==> src/rtl/nrzi_cdr_pkg.sv <==
package nrzi_cdr_pkg;

    // Grading of a line transition against the expected bit boundary
    typedef enum logic [1:0] {
        EDGE_ON_TIME,
        EDGE_LATE,
        EDGE_EARLY,
        EDGE_BAD
    } edge_kind_e;

    // Phase tracker state
    typedef enum logic {
        TRK_ACQUIRE,
        TRK_FOLLOW
    } trk_state_e;

    // One bit decision handed from the tracker to the decoder
    typedef struct packed {
        logic stb;
        logic lvl;
    } decision_t;

    // ph = sample offset of the transition from the expected boundary
    function automatic edge_kind_e classify_edge(input int unsigned ph,
                                                 input int unsigned ovs);
        if (ph == 0)
            return EDGE_ON_TIME;
        else if (ph < ovs / 2)
            return EDGE_LATE;
        else if (ph == ovs / 2)
            return EDGE_BAD;
        else
            return EDGE_EARLY;
    endfunction

endpackage

==> src/rtl/cdr_sync.sv <==
module cdr_sync #(
    parameter int STAGES = 2
) (
    input  logic clk,
    input  logic rst,
    input  logic d,
    output logic q
);
    logic [STAGES-1:0] chain;

    always_ff @(posedge clk) begin
        if (rst)
            chain <= '0;
        else
            chain <= {chain[STAGES-2:0], d};
    end

    assign q = chain[STAGES-1];
endmodule

==> src/rtl/cdr_phase_track.sv <==
module cdr_phase_track
    import nrzi_cdr_pkg::*;
#(
    parameter int OVS        = 4,
    parameter int LOCK_COUNT = 4
) (
    input  logic      clk,
    input  logic      rst,
    input  logic      smp,
    input  logic      drop_lock,
    output decision_t dec,
    output logic      locked,
    output logic      phase_err
);
    localparam int PW  = $clog2(OVS);
    localparam int CW  = $clog2(LOCK_COUNT + 1);
    localparam int MID = OVS / 2;

    logic            smp_q;
    logic [PW-1:0]   ph_q;
    logic [PW-1:0]   ph_next;
    logic [CW-1:0]   cnt_q;
    trk_state_e      st_q;
    edge_kind_e      kind;
    logic            edge_seen;

    assign edge_seen = smp ^ smp_q;
    assign kind      = classify_edge(32'(ph_q), OVS);

    always_comb begin
        dec.stb = (ph_q == PW'(MID));
        dec.lvl = smp;
    end

    // Any accepted transition marks the current sample as phase 0
    always_comb begin
        if (edge_seen && (st_q == TRK_ACQUIRE || kind != EDGE_BAD))
            ph_next = PW'(1);
        else if (ph_q == PW'(OVS - 1))
            ph_next = '0;
        else
            ph_next = ph_q + 1'b1;
    end

    always_ff @(posedge clk) begin
        if (rst) begin
            smp_q     <= 1'b0;
            ph_q      <= '0;
            cnt_q     <= '0;
            st_q      <= TRK_ACQUIRE;
            locked    <= 1'b0;
            phase_err <= 1'b0;
        end else begin
            smp_q     <= smp;
            ph_q      <= ph_next;
            phase_err <= 1'b0;
            if (drop_lock) begin
                st_q   <= TRK_ACQUIRE;
                locked <= 1'b0;
                cnt_q  <= '0;
            end else if (edge_seen) begin
                if (st_q == TRK_ACQUIRE) begin
                    st_q  <= TRK_FOLLOW;
                    cnt_q <= '0;
                end else begin
                    unique case (kind)
                        EDGE_ON_TIME: begin
                            if (!locked) begin
                                if (cnt_q == CW'(LOCK_COUNT - 1))
                                    locked <= 1'b1;
                                cnt_q <= cnt_q + 1'b1;
                            end
                        end
                        EDGE_LATE, EDGE_EARLY: begin
                            if (!locked)
                                cnt_q <= '0;
                        end
                        default: begin
                            st_q      <= TRK_ACQUIRE;
                            locked    <= 1'b0;
                            cnt_q     <= '0;
                            phase_err <= 1'b1;
                        end
                    endcase
                end
            end
        end
    end
endmodule

==> src/rtl/cdr_nrzi_destuff.sv <==
module cdr_nrzi_destuff
    import nrzi_cdr_pkg::*;
#(
    parameter int STUFF_RUN = 6
) (
    input  logic      clk,
    input  logic      rst,
    input  decision_t dec,
    input  logic      locked,
    output logic      bit_out,
    output logic      bit_valid,
    output logic      stuff_err
);
    localparam int RW = $clog2(STUFF_RUN + 1);

    logic          last_q;
    logic [RW-1:0] run_q;
    logic          bit_now;
    logic          at_limit;

    assign bit_now  = dec.lvl ^ last_q;
    assign at_limit = (run_q == RW'(STUFF_RUN));

    always_ff @(posedge clk) begin
        if (rst) begin
            last_q    <= 1'b0;
            run_q     <= '0;
            bit_out   <= 1'b0;
            bit_valid <= 1'b0;
            stuff_err <= 1'b0;
        end else begin
            bit_valid <= 1'b0;
            stuff_err <= 1'b0;
            if (dec.stb) begin
                last_q <= dec.lvl;
                if (at_limit) begin
                    // inserted one is dropped; a zero here is a violation
                    run_q <= '0;
                    if (!bit_now)
                        stuff_err <= locked;
                end else begin
                    run_q     <= bit_now ? '0 : run_q + 1'b1;
                    bit_out   <= bit_now;
                    bit_valid <= locked;
                end
            end
        end
    end
endmodule

==> src/rtl/nrzi_cdr_rx.sv <==
module nrzi_cdr_rx
    import nrzi_cdr_pkg::*;
#(
    parameter int OVS         = 4,
    parameter int LOCK_COUNT  = 4,
    parameter int STUFF_RUN   = 6,
    parameter int SYNC_STAGES = 2
) (
    input  logic clk,
    input  logic rst,
    input  logic rx_line,
    output logic bit_out,
    output logic bit_valid,
    output logic locked,
    output logic stuff_err,
    output logic phase_err
);
    logic      smp;
    decision_t dec;

    cdr_sync #(.STAGES(SYNC_STAGES)) u_sync (
        .clk (clk),
        .rst (rst),
        .d   (rx_line),
        .q   (smp)
    );

    cdr_phase_track #(.OVS(OVS), .LOCK_COUNT(LOCK_COUNT)) u_track (
        .clk       (clk),
        .rst       (rst),
        .smp       (smp),
        .drop_lock (stuff_err),
        .dec       (dec),
        .locked    (locked),
        .phase_err (phase_err)
    );

    cdr_nrzi_destuff #(.STUFF_RUN(STUFF_RUN)) u_destuff (
        .clk       (clk),
        .rst       (rst),
        .dec       (dec),
        .locked    (locked),
        .bit_out   (bit_out),
        .bit_valid (bit_valid),
        .stuff_err (stuff_err)
    );
endmodule

==> config.mk <==
export PLATFORM = sky130hd
export DESIGN_NAME = nrzi_cdr_rx
export DESIGN_NICKNAME = d
export VERILOG_FILES = /design/src/rtl/nrzi_cdr_pkg.sv /design/src/rtl/cdr_sync.sv /design/src/rtl/cdr_phase_track.sv /design/src/rtl/cdr_nrzi_destuff.sv /design/src/rtl/nrzi_cdr_rx.sv
export SDC_FILE = /design/constraint.sdc
export NUM_CORES = 1
export LEC_CHECK = 0
export ABC_AREA = 1
export CAP_MARGIN = 20
export CORE_MARGIN = 1.5
export CORE_UTILIZATION = 51
export CTS_CLUSTER_SIZE = 24
export DETAILED_ROUTE_END_ITERATION = 16
export PLACE_DENSITY = 0.81
export SLEW_MARGIN = 40
export SYNTH_ARGS = -nofsm -noshare
export SYNTH_HDL_FRONTEND = slang
export SYNTH_HIERARCHICAL = 1
export SYNTH_SLANG_ARGS = --single-unit
export TNS_END_PERCENT = 20
==> constraint.sdc <==
create_clock -name clk -period 1.7 [get_ports clk]
set_input_delay 0.17 -clock clk [delete_from_list [all_inputs] [get_ports clk]]
set_output_delay 0.17 -clock clk [all_outputs]
set_load 0.005 [all_outputs]
# Word level (Yosys, flattened, before mapping)
# Index checks and enable logic that the tools add are counted.
# W data, S select, Z words.
# totals
ramBits	0
latch_bits	0
rom_bits	0
elab_cells	64
memories	0
regBits	18
out_inout_bits	5
in_bits	3
# classes
shift	0
n_mul	0
addsub	3
n_bitwise	7
n_div	0
eq_ne	9
n_mux	17
order_cmp	1
reduce_logical	14
# op_table
op	n
$mux W3	5
$reduce_or A3 Y1	3
$mux W1	8
$reduce_or A4 Y1	2
$add A3 B1 Y3 const B	2
$eq A2 B2 Y1 const B	3
$ne A3 B3 Y1 const B	2
$pmux W3 S2	1
$reduce_and A3 Y1	2
$not A1 Y1	5
$logic_not A2 Y1	2
$mux W2	2
$reduce_or A2 Y1	2
$eq A3 B2 Y1 const B	1
$eq A3 B3 Y1 const B	1
$add A2 B1 Y2 const B	1
$eq A2 B1 Y1 const B	1
$lt A2 B2 Y1 const B	1
$ne A2 B2 Y1 const B	1
$pmux W1 S2	1
$reduce_and A2 Y1	1
$xor A1 B1 Y1	2
$logic_and A1 B1 Y1	1
$logic_or A1 B1 Y1	1

# Logic depth before layout (Yosys ltp)
# logic_depth
word_depth	8
ltp_mapped	9
ltp_nobuf	9

# Modules after synthesis
# The synthesis kept the hierarchy.
# by_module_without_submodules
mod	area_per_inst_um2	seq_area_each_um2	n_inst	cells_per_inst
cdr_phase_track	530.5	180.2	1	68
cdr_nrzi_destuff	304.0	140.1	1	41
cdr_sync	55.1	40.0	1	6

# Least setup slack after synthesis
# Ideal clock, no wire load.
# synth_timing
path_type	register -> register
start	register u_track.ph_q[0]
end	register u_destuff.bit_out
required_ns	1.587
slack_ns	0.562
arrival_ns	1.025
setup_ns	0.113
synth_period_minus_slack_ns	1.138
path_stages_with_launch	8
path_cell_list	dfxtp_1 inv_1 ha_1 inv_2 a21oi_2 nand2_1 nand2_1 nor2_1
# synth_rtl
element	line	rtl
from (decl)	cdr_phase_track.sv:20	logic [PW-1:0] ph_q;
from (signal assigned)	cdr_phase_track.sv:55	ph_q <= ph_next;
to (signal assigned)	cdr_nrzi_destuff.sv:43	bit_out <= bit_now;
to (decl)	cdr_nrzi_destuff.sv:10	output logic bit_out,

# Worst setup path after layout
# layout_timing
start	register u_destuff.stuff_err
end	output port stuff_err
# layout_rtl
element	line	rtl
from (decl)	cdr_nrzi_destuff.sv:12	output logic stuff_err
from (signal assigned)	cdr_nrzi_destuff.sv:40	stuff_err <= locked;
to (decl)	nrzi_cdr_rx.sv:15	output logic stuff_err,
# No word-level cell between the ends.

==> impl_metrics.toml <==
[outcome]
outcome = "completed"

[yosys]
synth_edf_count = 0
syn_area_per_cell_um2 = 7.74
synth-seq-cells = 18
synthTopCellsByArea = "dfxtp_1 41%, ha_1 13%, nor2_1 8.0%, nand2_1 7.6%, inv_1 6.3%"
yosysMostFrequentCell = "nor2_1"
async_flop_share_pct = 0
postSynthCellCount = 115
ys_seq_area_share_pct = 40.5
synth_top_cell_by_area = "dfxtp_1"
synth_fp_nets = 127
synth_warnings = 6
synth_common_cells = "19 x nor2_1, 18 x dfxtp_1, 18 x nand2_1, 15 x inv_1, 9 x ha_1"
synthFlopType = "dfxtp_1"
synth_top_cell_area_share_pct = 40.5
synthDistinctLibCells = 17
synth_area_um2 = 890

[setup_path]
crit_path_top_delay_cell = "clkdlybuf4s50_1"
crit_type = "register to primary output"
crit_path_end_kind = "primary output"
cp_cell_sequence = "clkdlybuf4s50_1"
cp.arrival_ps = 1220
path_buf_inv = 1
critical-path-top-delay-family = "buffers and inverters"
worst_ep_required_time_ps = 1530
r2r_setup_slack_ps = 390
startpoint_type = "register"
crit_fanout = 2
slowest_delay_ps = 530

[cells_and_area]
n_antenna_cell = 0
fin_cells = 141
nNetsFinal = 138
syn_to_final_growth_pct = 13.4
drive_gt1_share_pct = 15.2

[cts]
cts-htree-levels = 1
holdBufCountCts = 0
clk_pin_slew_ps = 100
clockRootBuffer = "clkbuf_4"
cts_buffer_depth = 2
cts_tree = "yes"
cts.sinks = 18
clk_latency_ps = 290
post-cts-setup-buffer-count = 0
cts.repair.resized = 0
cts-buffers-inserted = 3

[power_and_ir_drop]
power.total_uw = 869
p_per_area_nw_per_um2 = 862
leakage_uw = 0.000481
pwr-share-clk_pct = 29.9
ir_worst_vdd_mv = 0.738
power.switching_fraction_pct = 27.0
pwr-share-seq_pct = 53.7
power.net_switching_uw = 235
combPwrFrac_pct = 16.3
power.internal_uw = 634

[timing]
rsz0062_at_grt = "false"
period_needed_ps = 1390
fin_setup_tns_ps = 0
min_period_over_period_pct = 81.5
max_clock_freq_mhz = 722
hold_violations = 0
worst_slack_ps = 315
slew_headroom_pct = 76.2
skew_ps = 6.61
drv_slew = 0
setup_viol_count_final = 0
tightest_slew_ps = 356

[drt]
drc = 0
wire_per_inst_um = 9.37
ant_nets = 0
first_pass_iters = 4
via_per_inst = 4.92
drt-total-wl_mm = 1.32
vias = 694
drt_first_iter_violations = 22

[die]
start_util_pct = 56.4
fp.dieH_um = 44.8
die_area_um2 = 2000
rows = 14
io_pins = 8
die_x_um = 44.8
core-area_um2 = 1580

[run]
cap_violations = 0

[global_route]
grt_pass1_vias = 610
overflow = 0
grt_max_degree = 11
grt_usage_pct = 16.1
antenna_found_initial = 0
grt_pass1_wl_mm = 2.37

[placement]
hpwl_mm = 1.04
dp_cells = 137
place_congestion = 0.768
numPortBuffers = 7
post-place-ws_ps = 414

[min_path]
min_path_type = "input pin to register"
## state kept, by name, indices dropped and copies added, names as in the netlist
name / cells
u_destuff/run_q: 3
u_track/cnt_q: 3
u_sync/chain: 2
u_track/ph_q: 2
u_destuff/bit_out: 1
u_destuff/bit_valid: 1
u_destuff/last_q: 1
u_destuff/stuff_err: 1
u_track/locked: 1
u_track/phase_err: 1
u_track/smp_q: 1
u_track/st_q: 1
## placed cells by master (no fill, tap or decap), drive strengths merged
cell type      count
clkinv             1
ha                 9
nand3              7
nand2             26
o21ai              5
clkbuf             4
nor2              21
dfxtp             18
a21oi              8
and3               1
clkdlybuf4s50      7
inv               18
## kinds of logic after synthesis
logic type,count (synthesis),synth area share [%]
fa+ha+maj,9,12.7
compound gates,13,7.73
simple gates,55,30.1
buf+inv,20,9.00
flops,18,40.5
## stage by stage
| stage | utilization [%] | area [um2] | hold slack, ps |
|---|---|---|---|
| after floorplan | - | 890 | 239 |
| after global placement | 61.7 | 972 | 395 |
| after detailed placement | 61.7 | 972 | 404 |
| after CTS | 64.0 | 1010 | 388 |
| after global routing | 64.0 | 1010 | 416 |
| final | 64.0 | 1010 | 393 |
## final cells by class
cell class,instances,area [um2]
clock buffers,4,36.3
fillers,137,568
well taps,16,20.0
repair buffers,7,70.1
inverters,19,72.6
multi-input cells,77,449
flip-flops and latches,18,360
## worst paths after layout
| path | to | cells past startpoint | from |
|---|---|---|---|
| min | u_sync/chain[0]$_SDFF_PP0_ | 3 | rx_line |
| min reg2reg | u_sync/chain[1]$_SDFF_PP0_ | 2 | u_sync/chain[0]$_SDFF_PP0_ |
| max reg2reg | u_destuff/run_q[2]$_SDFFE_PP0P_ | 6 | u_track/ph_q[0]$_SDFF_PP0_ |
| max | stuff_err | 1 | u_destuff/stuff_err$_SDFF_PP0_ |
## layer usage
layer / global-route usage (%) / up-vias / part of all wire [%]
met2: 26.1 / 11 / 45
met1: 20.5 / 307 / 51
met4: 7.27 / 0 / 0.98
met5: 0 / - / 0
li1: - / 374 / -
met3: 3.60 / 2 / 2.9
## power groups by stage
stage                     Sequential, uW  Combinational, uW  Clock, uW
after floorplan                      473                111          0
after global placement               476                139          0
after detailed placement             477                141          0
after CTS                            467                142        266
after global routing                 470                163        282
final                                467                142        260
(Power assumes the default switching activity.)
